--- src/rtl/rtf_pkg.sv ---
package rtf_pkg;

    localparam int WORD_W = 9;
    localparam int N_STRB = 3;
    localparam int IDX_WR = 0;
    localparam int IDX_RD = 1;
    localparam int IDX_RT = 2;

    typedef logic [WORD_W-1:0] word_t;

    // one-cycle falling-edge events of the three strobes
    typedef struct packed {
        logic rt;
        logic rd;
        logic wr;
    } strb_ev_t;

    function automatic bit pow2(input int v);
        return (v > 1) && ((v & (v - 1)) == 0);
    endfunction

endpackage

--- src/rtl/rtf_fall.sv ---
module rtf_fall (
    input  logic clk,
    input  logic rst,
    input  logic n_in,
    output logic fall
);

    logic prev_q;

    always_ff @(posedge clk) begin
        if (rst) prev_q <= 1'b1;
        else     prev_q <= n_in;
    end

    assign fall = prev_q & ~n_in;

endmodule

--- src/rtl/rtf_store.sv ---
module rtf_store
    import rtf_pkg::*;
#(
    parameter int DEPTH = 16,
    localparam int AW   = $clog2(DEPTH)
) (
    input  logic          clk,
    input  logic          rst,
    input  logic          we,
    input  logic [AW-1:0] waddr,
    input  word_t         wdata,
    input  logic          re,
    input  logic [AW-1:0] raddr,
    output word_t         rdata,
    output logic          rvld
);

    word_t mem [DEPTH];

    always_ff @(posedge clk) begin
        if (we) mem[waddr] <= wdata;
    end

    always_ff @(posedge clk) begin
        if (rst) begin
            rdata <= '0;
            rvld  <= 1'b0;
        end else begin
            rvld <= re;
            if (re) rdata <= mem[raddr];
        end
    end

endmodule

--- src/rtl/rtf_ctrl.sv ---
module rtf_ctrl
    import rtf_pkg::*;
#(
    parameter int DEPTH = 16,
    localparam int AW   = $clog2(DEPTH),
    localparam int PW   = AW + 1,
    localparam int HALF = DEPTH / 2
) (
    input  logic          clk,
    input  logic          rst,
    input  strb_ev_t      ev,
    input  logic          wr_lo,
    input  logic          rd_lo,
    output logic          wr_en,
    output logic          rd_en,
    output logic [AW-1:0] wr_addr,
    output logic [AW-1:0] rd_addr,
    output logic          empty_n,
    output logic          full_n,
    output logic          half_n
);

    logic [PW-1:0] wp_q, rp_q, wp_d, rp_d, cnt, cnt_d;
    logic          half_q, pend_q;
    logic          is_empty, is_full, rt_ok;

    assign cnt      = wp_q - rp_q;
    assign is_empty = (cnt == '0);
    assign is_full  = (cnt == PW'(DEPTH));

    assign wr_en = ev.wr && !is_full;
    assign rd_en = (ev.rd || pend_q) && rd_lo && !is_empty;
    assign rt_ok = ev.rt && !wr_lo && !rd_lo;

    always_comb begin
        wp_d = wp_q + (wr_en ? PW'(1) : PW'(0));
        if (rt_ok) rp_d = '0;
        else       rp_d = rp_q + (rd_en ? PW'(1) : PW'(0));
        cnt_d = wp_d - rp_d;
    end

    always_ff @(posedge clk) begin
        if (rst) begin
            wp_q   <= '0;
            rp_q   <= '0;
            half_q <= 1'b0;
            pend_q <= 1'b0;
        end else begin
            wp_q   <= wp_d;
            rp_q   <= rp_d;
            half_q <= (cnt_d > PW'(HALF));
            pend_q <= rd_lo && ((ev.rd && is_empty) || (pend_q && !rd_en));
        end
    end

    assign wr_addr = wp_q[AW-1:0];
    assign rd_addr = rp_q[AW-1:0];
    assign empty_n = !is_empty;
    assign full_n  = !is_full;
    assign half_n  = !half_q;

    p_no_overflow_r3: assert property (@(posedge clk) disable iff (rst)
        is_full |=> (wp_q == $past(wp_q)))
        else $error("write side moved while full");

    p_no_underflow_r2: assert property (@(posedge clk) disable iff (rst)
        (is_empty && !rt_ok) |=> (rp_q == $past(rp_q)))
        else $error("read side moved while empty");

    p_rewind_zero_r5: assert property (@(posedge clk) disable iff (rst)
        rt_ok |=> (rp_q == '0) && (wp_q == $past(wp_q)))
        else $error("rewind did not land on location zero");

    p_full_implies_half_r4: assert property (@(posedge clk) disable iff (rst)
        !full_n |-> !half_n)
        else $error("full without half flag");

    p_flags_exclusive_r2: assert property (@(posedge clk) disable iff (rst)
        !(!empty_n && !full_n))
        else $error("empty and full together");

endmodule

--- src/rtl/rtf_fifo.sv ---
module rtf_fifo
    import rtf_pkg::*;
#(
    parameter int DEPTH = 16,
    localparam int AW   = $clog2(DEPTH)
) (
    input  logic                clk,
    input  logic                rst,
    input  logic                wr_n,
    input  logic                rd_n,
    input  logic                rt_n,
    input  logic [WORD_W-1:0]   din,
    output logic [WORD_W-1:0]   dout,
    output logic                dout_vld,
    output logic                empty_n,
    output logic                full_n,
    output logic                half_n
);

    generate
        if (!pow2(DEPTH)) begin : g_bad_depth
            $error("DEPTH must be a power of two above one");
        end
    endgenerate

    logic [N_STRB-1:0] strb_n, fall;
    strb_ev_t          ev;
    logic              wr_en, rd_en;
    logic [AW-1:0]     wr_addr, rd_addr;

    assign strb_n[IDX_WR] = wr_n;
    assign strb_n[IDX_RD] = rd_n;
    assign strb_n[IDX_RT] = rt_n;

    for (genvar i = 0; i < N_STRB; i++) begin : g_edge
        rtf_fall u_fall (
            .clk  (clk),
            .rst  (rst),
            .n_in (strb_n[i]),
            .fall (fall[i])
        );
    end

    assign ev.wr = fall[IDX_WR];
    assign ev.rd = fall[IDX_RD];
    assign ev.rt = fall[IDX_RT];

    rtf_ctrl #(.DEPTH(DEPTH)) u_ctrl (
        .clk     (clk),
        .rst     (rst),
        .ev      (ev),
        .wr_lo   (!wr_n),
        .rd_lo   (!rd_n),
        .wr_en   (wr_en),
        .rd_en   (rd_en),
        .wr_addr (wr_addr),
        .rd_addr (rd_addr),
        .empty_n (empty_n),
        .full_n  (full_n),
        .half_n  (half_n)
    );

    rtf_store #(.DEPTH(DEPTH)) u_store (
        .clk   (clk),
        .rst   (rst),
        .we    (wr_en),
        .waddr (wr_addr),
        .wdata (din),
        .re    (rd_en),
        .raddr (rd_addr),
        .rdata (dout),
        .rvld  (dout_vld)
    );

    p_vld_needs_strobe_r8: assert property (@(posedge clk) disable iff (rst)
        dout_vld |-> $past(!rd_n))
        else $error("output valid without read strobe");

    p_single_pulse_r7: assert property (@(posedge clk) disable iff (rst)
        dout_vld |=> !dout_vld)
        else $error("two reads from one strobe");

    p_empty_no_vld_r2: assert property (@(posedge clk) disable iff (rst)
        (!empty_n && $stable(empty_n)) |=> !dout_vld)
        else $error("read returned data while empty");

endmodule

--- config.mk ---
export PLATFORM = sky130hd
export DESIGN_NAME = rtf_fifo
export DESIGN_NICKNAME = d
export VERILOG_FILES = /design/src/rtl/rtf_pkg.sv /design/src/rtl/rtf_fall.sv /design/src/rtl/rtf_store.sv /design/src/rtl/rtf_ctrl.sv /design/src/rtl/rtf_fifo.sv
export SDC_FILE = /design/constraint.sdc
export NUM_CORES = 1
export LEC_CHECK = 0
export BUFFER_PORTS_ARGS = -buffer_cell sky130_fd_sc_hd__buf_4
export CORE_MARGIN = 2
export CORE_UTILIZATION = 61
export CTS_CLUSTER_DIAMETER = 30
export CTS_CLUSTER_SIZE = 20
export DETAILED_ROUTE_END_ITERATION = 7
export HOLD_SLACK_MARGIN = 0.02
export MAX_ROUTING_LAYER = met4
export PLACE_DENSITY = 0.79
export SYNTH_ARGS = -nofsm -noshare
export SYNTH_HDL_FRONTEND = slang
export SYNTH_SLANG_ARGS = --single-unit
--- constraint.sdc ---
create_clock -name clk -period 5.06 [get_ports clk]
set_clock_uncertainty 0.2 [all_clocks]
set_input_delay 0.506 -clock clk [delete_from_list [all_inputs] [get_ports clk]]
set_output_delay 0.506 -clock clk [all_outputs]
set_load 0.005 [all_outputs]
### Word-level counts from Yosys, hierarchy flattened

Memory sizes are Yosys's and may differ from the RTL's. A register that Yosys moved wholly into a read port is not among the register bits.
Index checks and enable logic that the tools add are counted.

* bits in registers: 16
* bits in writable memories: 144
* input port bits: 14
* output and inout port bits: 13
* word-level logic and storage cells: 42
* memories kept: 1

Memories
* u_store.mem: depth 16, bits a word 9, rd ports 1, clocked after Yosys merged registers in 1, write ports 1, RTL line rtf_store.sv:18 `word_t mem [DEPTH];`

* $add $sub $neg: 4
* $lt $le $gt $ge: 1
* equal/unequal tests: 1
* mux-type cells: 5
* bitwise gates (word level): 6
* reduce and logical (&&, ||, !) cells: 16

Operators by type and width (count)
* $add 5x5->5: 2
* $sub 5x5->5: 2
* $logic_and 1x1->1: 8
* $eq 5x5->1 const B: 1
* $gt 5x4->1 const B: 1
* $logic_not 1->1: 5
* $logic_not 5->1: 1
* $mux 5: 1
* $mux 1: 4
* $and 1x1->1: 3
* $not 1->1: 3
* $logic_or 1x1->1: 2

### Depth between registers and ports, before layout

* word-level depth: 10
* gate-level depth with buffers: 21
* mapped depth without buffers: 19

### Modules after synthesis

From an unflattened synthesis, not the netlist that was laid out.

* cell total of the unflattened synthesis: 466
* area, all modules: 7044.3 µm²

Modules (own cells, without submodules)
* rtf_store: times used 1, cells an instance 354, area an instance 6029.5 µm², seq. area each 4524.3 µm²
* rtf_ctrl: times used 1, cells an instance 101, area an instance 902.1 µm², seq. area each 240.2 µm²
* rtf_fall: times used 3, cells an instance 3, area an instance 35.0 µm², seq. area each 20.0 µm²
* rtf_fifo: times used 1, cells an instance 2, area an instance 7.5 µm², seq. area each 0.0 µm²

### Worst setup path before layout

OpenSTA, ideal clock, no wires.

* kind: register -> register
* from: register u_ctrl.rp_q[1]
* to: register u_ctrl.half_q
* library setup time: 0.132 ns
* arrival time: 3.678 ns
* required time: 4.728 ns
* path slack: 1.050 ns
* stages on the path, launching flop included: 22
* buffers on the path: 2
* period minus slack after synthesis: 4.010 ns
* cells stage by stage: dfxtp_1 buf_2 buf_1 inv_1 ha_1 or2_2 o22ai_1 xor2_1 nand2_1 nor2_1 nor2_1 ha_1 ha_1 nand2_1 inv_1 fa_1 inv_1 a21o_1 a21oi_1 xnor2_1 xnor2_1 a21oi_1

* longest elaborated chain between the ends: 9
* elaborated cells on any way between the ends: 14
* those cells by class: add/sub: 4; order compare: 1; eq/ne: 1; mux: 3; reduce/logical: 5

RTL lines
* from (decl): RTL line rtf_ctrl.sv:23 `logic [PW-1:0] wp_q, rp_q, wp_d, rp_d, cnt, cnt_d;`
* from (signal assigned): RTL line rtf_ctrl.sv:50 `rp_q <= rp_d;`
* $sub 5x5->5: RTL line rtf_ctrl.sv:27 `assign cnt = wp_q - rp_q;`
* $logic_not 5->1: RTL line rtf_ctrl.sv:28 `assign is_empty = (cnt == '0);`
* $logic_not 1->1: RTL line rtf_ctrl.sv:32 `assign rd_en = (ev.rd || pend_q) && rd_lo && !is_empty;`
* $logic_and 1x1->1: RTL line rtf_ctrl.sv:32
* via rd_en: RTL line rtf_fifo.sv:28 `logic wr_en, rd_en;`
* $mux 1: RTL line rtf_ctrl.sv:38 `else rp_d = rp_q + (rd_en ? PW'(1) : PW'(0));`
* $add 5x5->5: RTL line rtf_ctrl.sv:38
* $mux 5: RTL line rtf_ctrl.sv:37 `if (rt_ok) rp_d = '0;`
* via u_ctrl.rp_d[1]: RTL line rtf_ctrl.sv:23
* $sub 5x5->5: RTL line rtf_ctrl.sv:39 `cnt_d = wp_d - rp_d;`
* $gt 5x4->1: RTL line rtf_ctrl.sv:51 `half_q <= (cnt_d > PW'(HALF));`
* to (signal assigned): RTL line rtf_ctrl.sv:51
* to (decl): RTL line rtf_ctrl.sv:24 `logic half_q, pend_q;`

The timed path passes the listed nets, and every way through them passes these cells.
A chain may end at the register's enable or synchronous reset.

### Worst setup path after layout

* from: register u_ctrl.rp_q[3]
* to: register u_ctrl.half_q

The elaborated chain is that of the path after synthesis.

==> out/metrics.yaml <==
cts:
  htree_levels: 4
  clk_pin_slew_ps: 70
  clockBufferDepth: 2
  ctsRootBufferMaster: "clkbuf_8"
  post_cts_resized: 0
  cts_tree: "done"
  cts.sinks: 169
  cts_made_buffers: 17
  clock_latency_ps: 540
die:
  ios: 27
  rows: 38
  die_y_um: 110
  die_area_um2: 12100
  fp.dieW_um: 110
  initial_core_util: 0.630
  core_um2: 10900
synth:
  ys_types: 32
  synth-edff-count: 144
  synth_seq_cells: 169
  synth_simple_gate_area_frac: 0.0558
  syn_area_um2: 6860
  synth_top_family_by_area: "multiplexers"
  ys.warnings.count: 0
  syn-num-nets: 398
  synth-xor-area-share: 0.0166
  synthAdderAreaFrac: 0.0248
  avgSynthCellArea_um2: 18.5
  ys.flop_type: "edfxtp_1"
  synth-seq-area-share: 0.703
  synth_cells: 371
  synthArstFlopShare: 0
  synthMuxAreaShare: 0.148
  synth_compound_area_frac: 0.0332
global_route:
  grt_pass1_wl_um: 20100
  grt_max_degree: 39
  antenna_found_initial: 0
  track_usage: 0.249
  grt_pass1_vias: 3452
  overflow: 0
sta:
  tightest_slew_ps: 1060
  relSlewSlack: 0.292
  layout_min_cycle_time_ps: 3990
  hold_viol_final: 0
  setup-violations-final: 0
  period_share: 0.788
  whs_ps: 68.7
  rsz0062_at_grt: "false"
  finalSetupTns_ps: 0
  drv_slew: 0
  max_clock_freq_mhz: 251
critical_path:
  critPathTopFamily: "adder cells"
  path_buf_inv: 3
  slowest_delay_ps: 710
  path_cells: "inv_1 > ha_1 > a21oi_1 > and3_1 > nor2_1 > nor2_1 > nor2_1 > ha_1 > ha_1 > nand2_1 > inv_1 > fa_1 > inv_1 > a21o_1 > a21oi_1 > xnor2_1 > xnor2_1 > a21oi_1"
  crit_type: "reg2reg"
  cp.arrival_ps: 4210
  path_max_fanout: 12
  critPathCaptureType: "flop"
  start_kind: "flop"
  crit_required_ps: 5290
  critPathSlowestCell: "dfxtp_1"
routing:
  drtIter0Drc: 326
  vias_per_cell: 6.24
  dr.pass1.iters: 5
  antenna_left: 0
  totalWireLength_um: 13100
  drc: 0
  vias: 3508
  wire_per_inst_um: 23.3
placed_design:
  place_inst: 528
  place_congestion: 0.848
  hpwl_um: 8140
  placed_cell_area_um2: 7190
  portBuffers: 26
power:
  combPwrFrac: 0.232
  leakage_uw: 0.00271
  p_int_uw: 2780
  power_frac_seq: 0.428
  p_sw_frac: 0.264
  ir_worst_vdd_uv: 455
  power.total_uw: 3780
  p_switching_uw: 1000
  power_frac_clock: 0.340
  powerDensity_nw_per_um2: 484
layout:
  area_growth_pct: 13.7
  fin_cells: 562
  drive_gt1_frac: 0.268
  fillers: 647
  design_area_um2: 7800
  final_nets: 437
  antenna_cells: 0
run_status:
  outcome: "complete, no violations"
worst_hold_path:
  hold_class: "in2reg"
job:
  cap_violations: 0
## power groups by stage
stage,Sequential (uW),Combinational [uW],Clock [uW]
final,1620,877,1290
after global routing,1620,970,1350
after CTS,1620,888,1300
after detailed placement,1640,875,0
after global placement,1640,850,0
after floorplan,1640,658,0
## metrics by stage
step	util	setup WS, ps
detailed placement	0.660	1090
floorplan	-	1050
CTS	0.717	1060
global route	0.717	650
finish	0.717	1070
global placement	0.660	1270
## final timing paths
| path | depth (start not counted) | end | slack [ps] | from |
|---|---|---|---|---|
| worst max-delay path | 18 | u_ctrl.half_q$_SDFF_PP0_ | 1070 | u_ctrl.rp_q[3]$_SDFF_PP0_ |
| worst min-delay path | 1 | u_store.mem[9][8]$_DFFE_PP_ | 70 | din[8] |
| worst max register to register | 18 | u_ctrl.half_q$_SDFF_PP0_ | 1070 | u_ctrl.rp_q[3]$_SDFF_PP0_ |
| worst min register to register | 2 | u_ctrl.pend_q$_SDFF_PP0_ | 410 | g_edge[1].u_fall.prev_q$_SDFF_PP1_ |
## cells in the mapped netlist (2+ instances only)
cell type,number,area share
and3_1,11,0.010
dfxtp_1,25,0.073
clkbuf_1,8,0.0044
o21ba_1,9,0.013
xor2_1,7,0.0089
a21o_1,3,0.0033
mux4_2,45,0.15
nand3_1,9,0.0066
edfxtp_1,144,0.63
nor2b_1,4,0.0036
nor2_1,25,0.014
ha_1,12,0.022
nand2_1,7,0.0038
nor3_1,7,0.0051
a21oi_1,5,0.0036
buf_6,4,0.0066
a21boi_0,9,0.0098
inv_1,10,0.0055
xnor2_1,6,0.0077
or2_2,5,0.0046
nand2b_1,4,0.0036
buf_1,2,0.0011
## area by class of cell
cell class                 count  area, um^2  area share
sequential                   169        4830       0.618
multi-input combinational    176        1910       0.244
clock buffer                  18         418      0.0535
timing repair buffer          35         270      0.0346
tap                          140         175      0.0224
clock inverter                13         166      0.0213
inverter                      11        41.3     0.00529
## kinds of logic (layout without fill, tap and decap cells)
| logic type | after synthesis | after routing |
|---|---|---|
| flip-flops | 169 | 169 |
| AND/OR/NAND/NOR | 76 | 76 |
| multiplexers | 45 | 45 |
| AO/OA/AOI/OAI | 29 | 29 |
| buffers and inverters | 26 | 77 |
| adder cells (fa/ha/maj) | 13 | 13 |
| XOR/XNOR | 13 | 13 |
## layout by cell type, fill, tap and decap left out, types with 2 or more instances in the layout
cell type and instances:
a21boi_0 9, a21o_1 3, a21oi_1 5, and3_1 11, buf_4 32, bufinv_16 3
clkbuf_16 16, clkinv_2 2, dfxtp_1 24, dlygate4sd3_1 3, edfxtp_1 144, ha_1 12
inv_1 10, inv_6 4, mux4_2 45, nand2_1 7, nand2b_1 4, nand3_1 9
nor2_1 25, nor2b_1 4, nor3_1 7, o21ba_1 9, or2_2 5, xnor2_1 6
xor2_1 7
## routing by layer
metal	vias up	part of all wire	GRT usage
met4	0	0.019	0.102
met5	-	0	-
met1	1791	0.43	0.333
met3	18	0.066	0.0617
met2	145	0.49	0.373
li1	1554	-	-
## flip-flops by register name, summed over array words and instances, names as in the netlist
register	flops
u_ctrl.half_q	1
u_store.mem	144
u_ctrl.wp_q	5
g_edge.u_fall.prev_q	3
u_ctrl.pend_q	1
u_ctrl.rp_q	5
u_store.rdata	9
u_store.rvld	1
## what timing repair did
item / in CTS / in global routing
setup buffers: 0 / 0
hold endpoints to repair: 3 / 0
hold buffers: 3 / 0
Power figures use the tool's default switching activity.
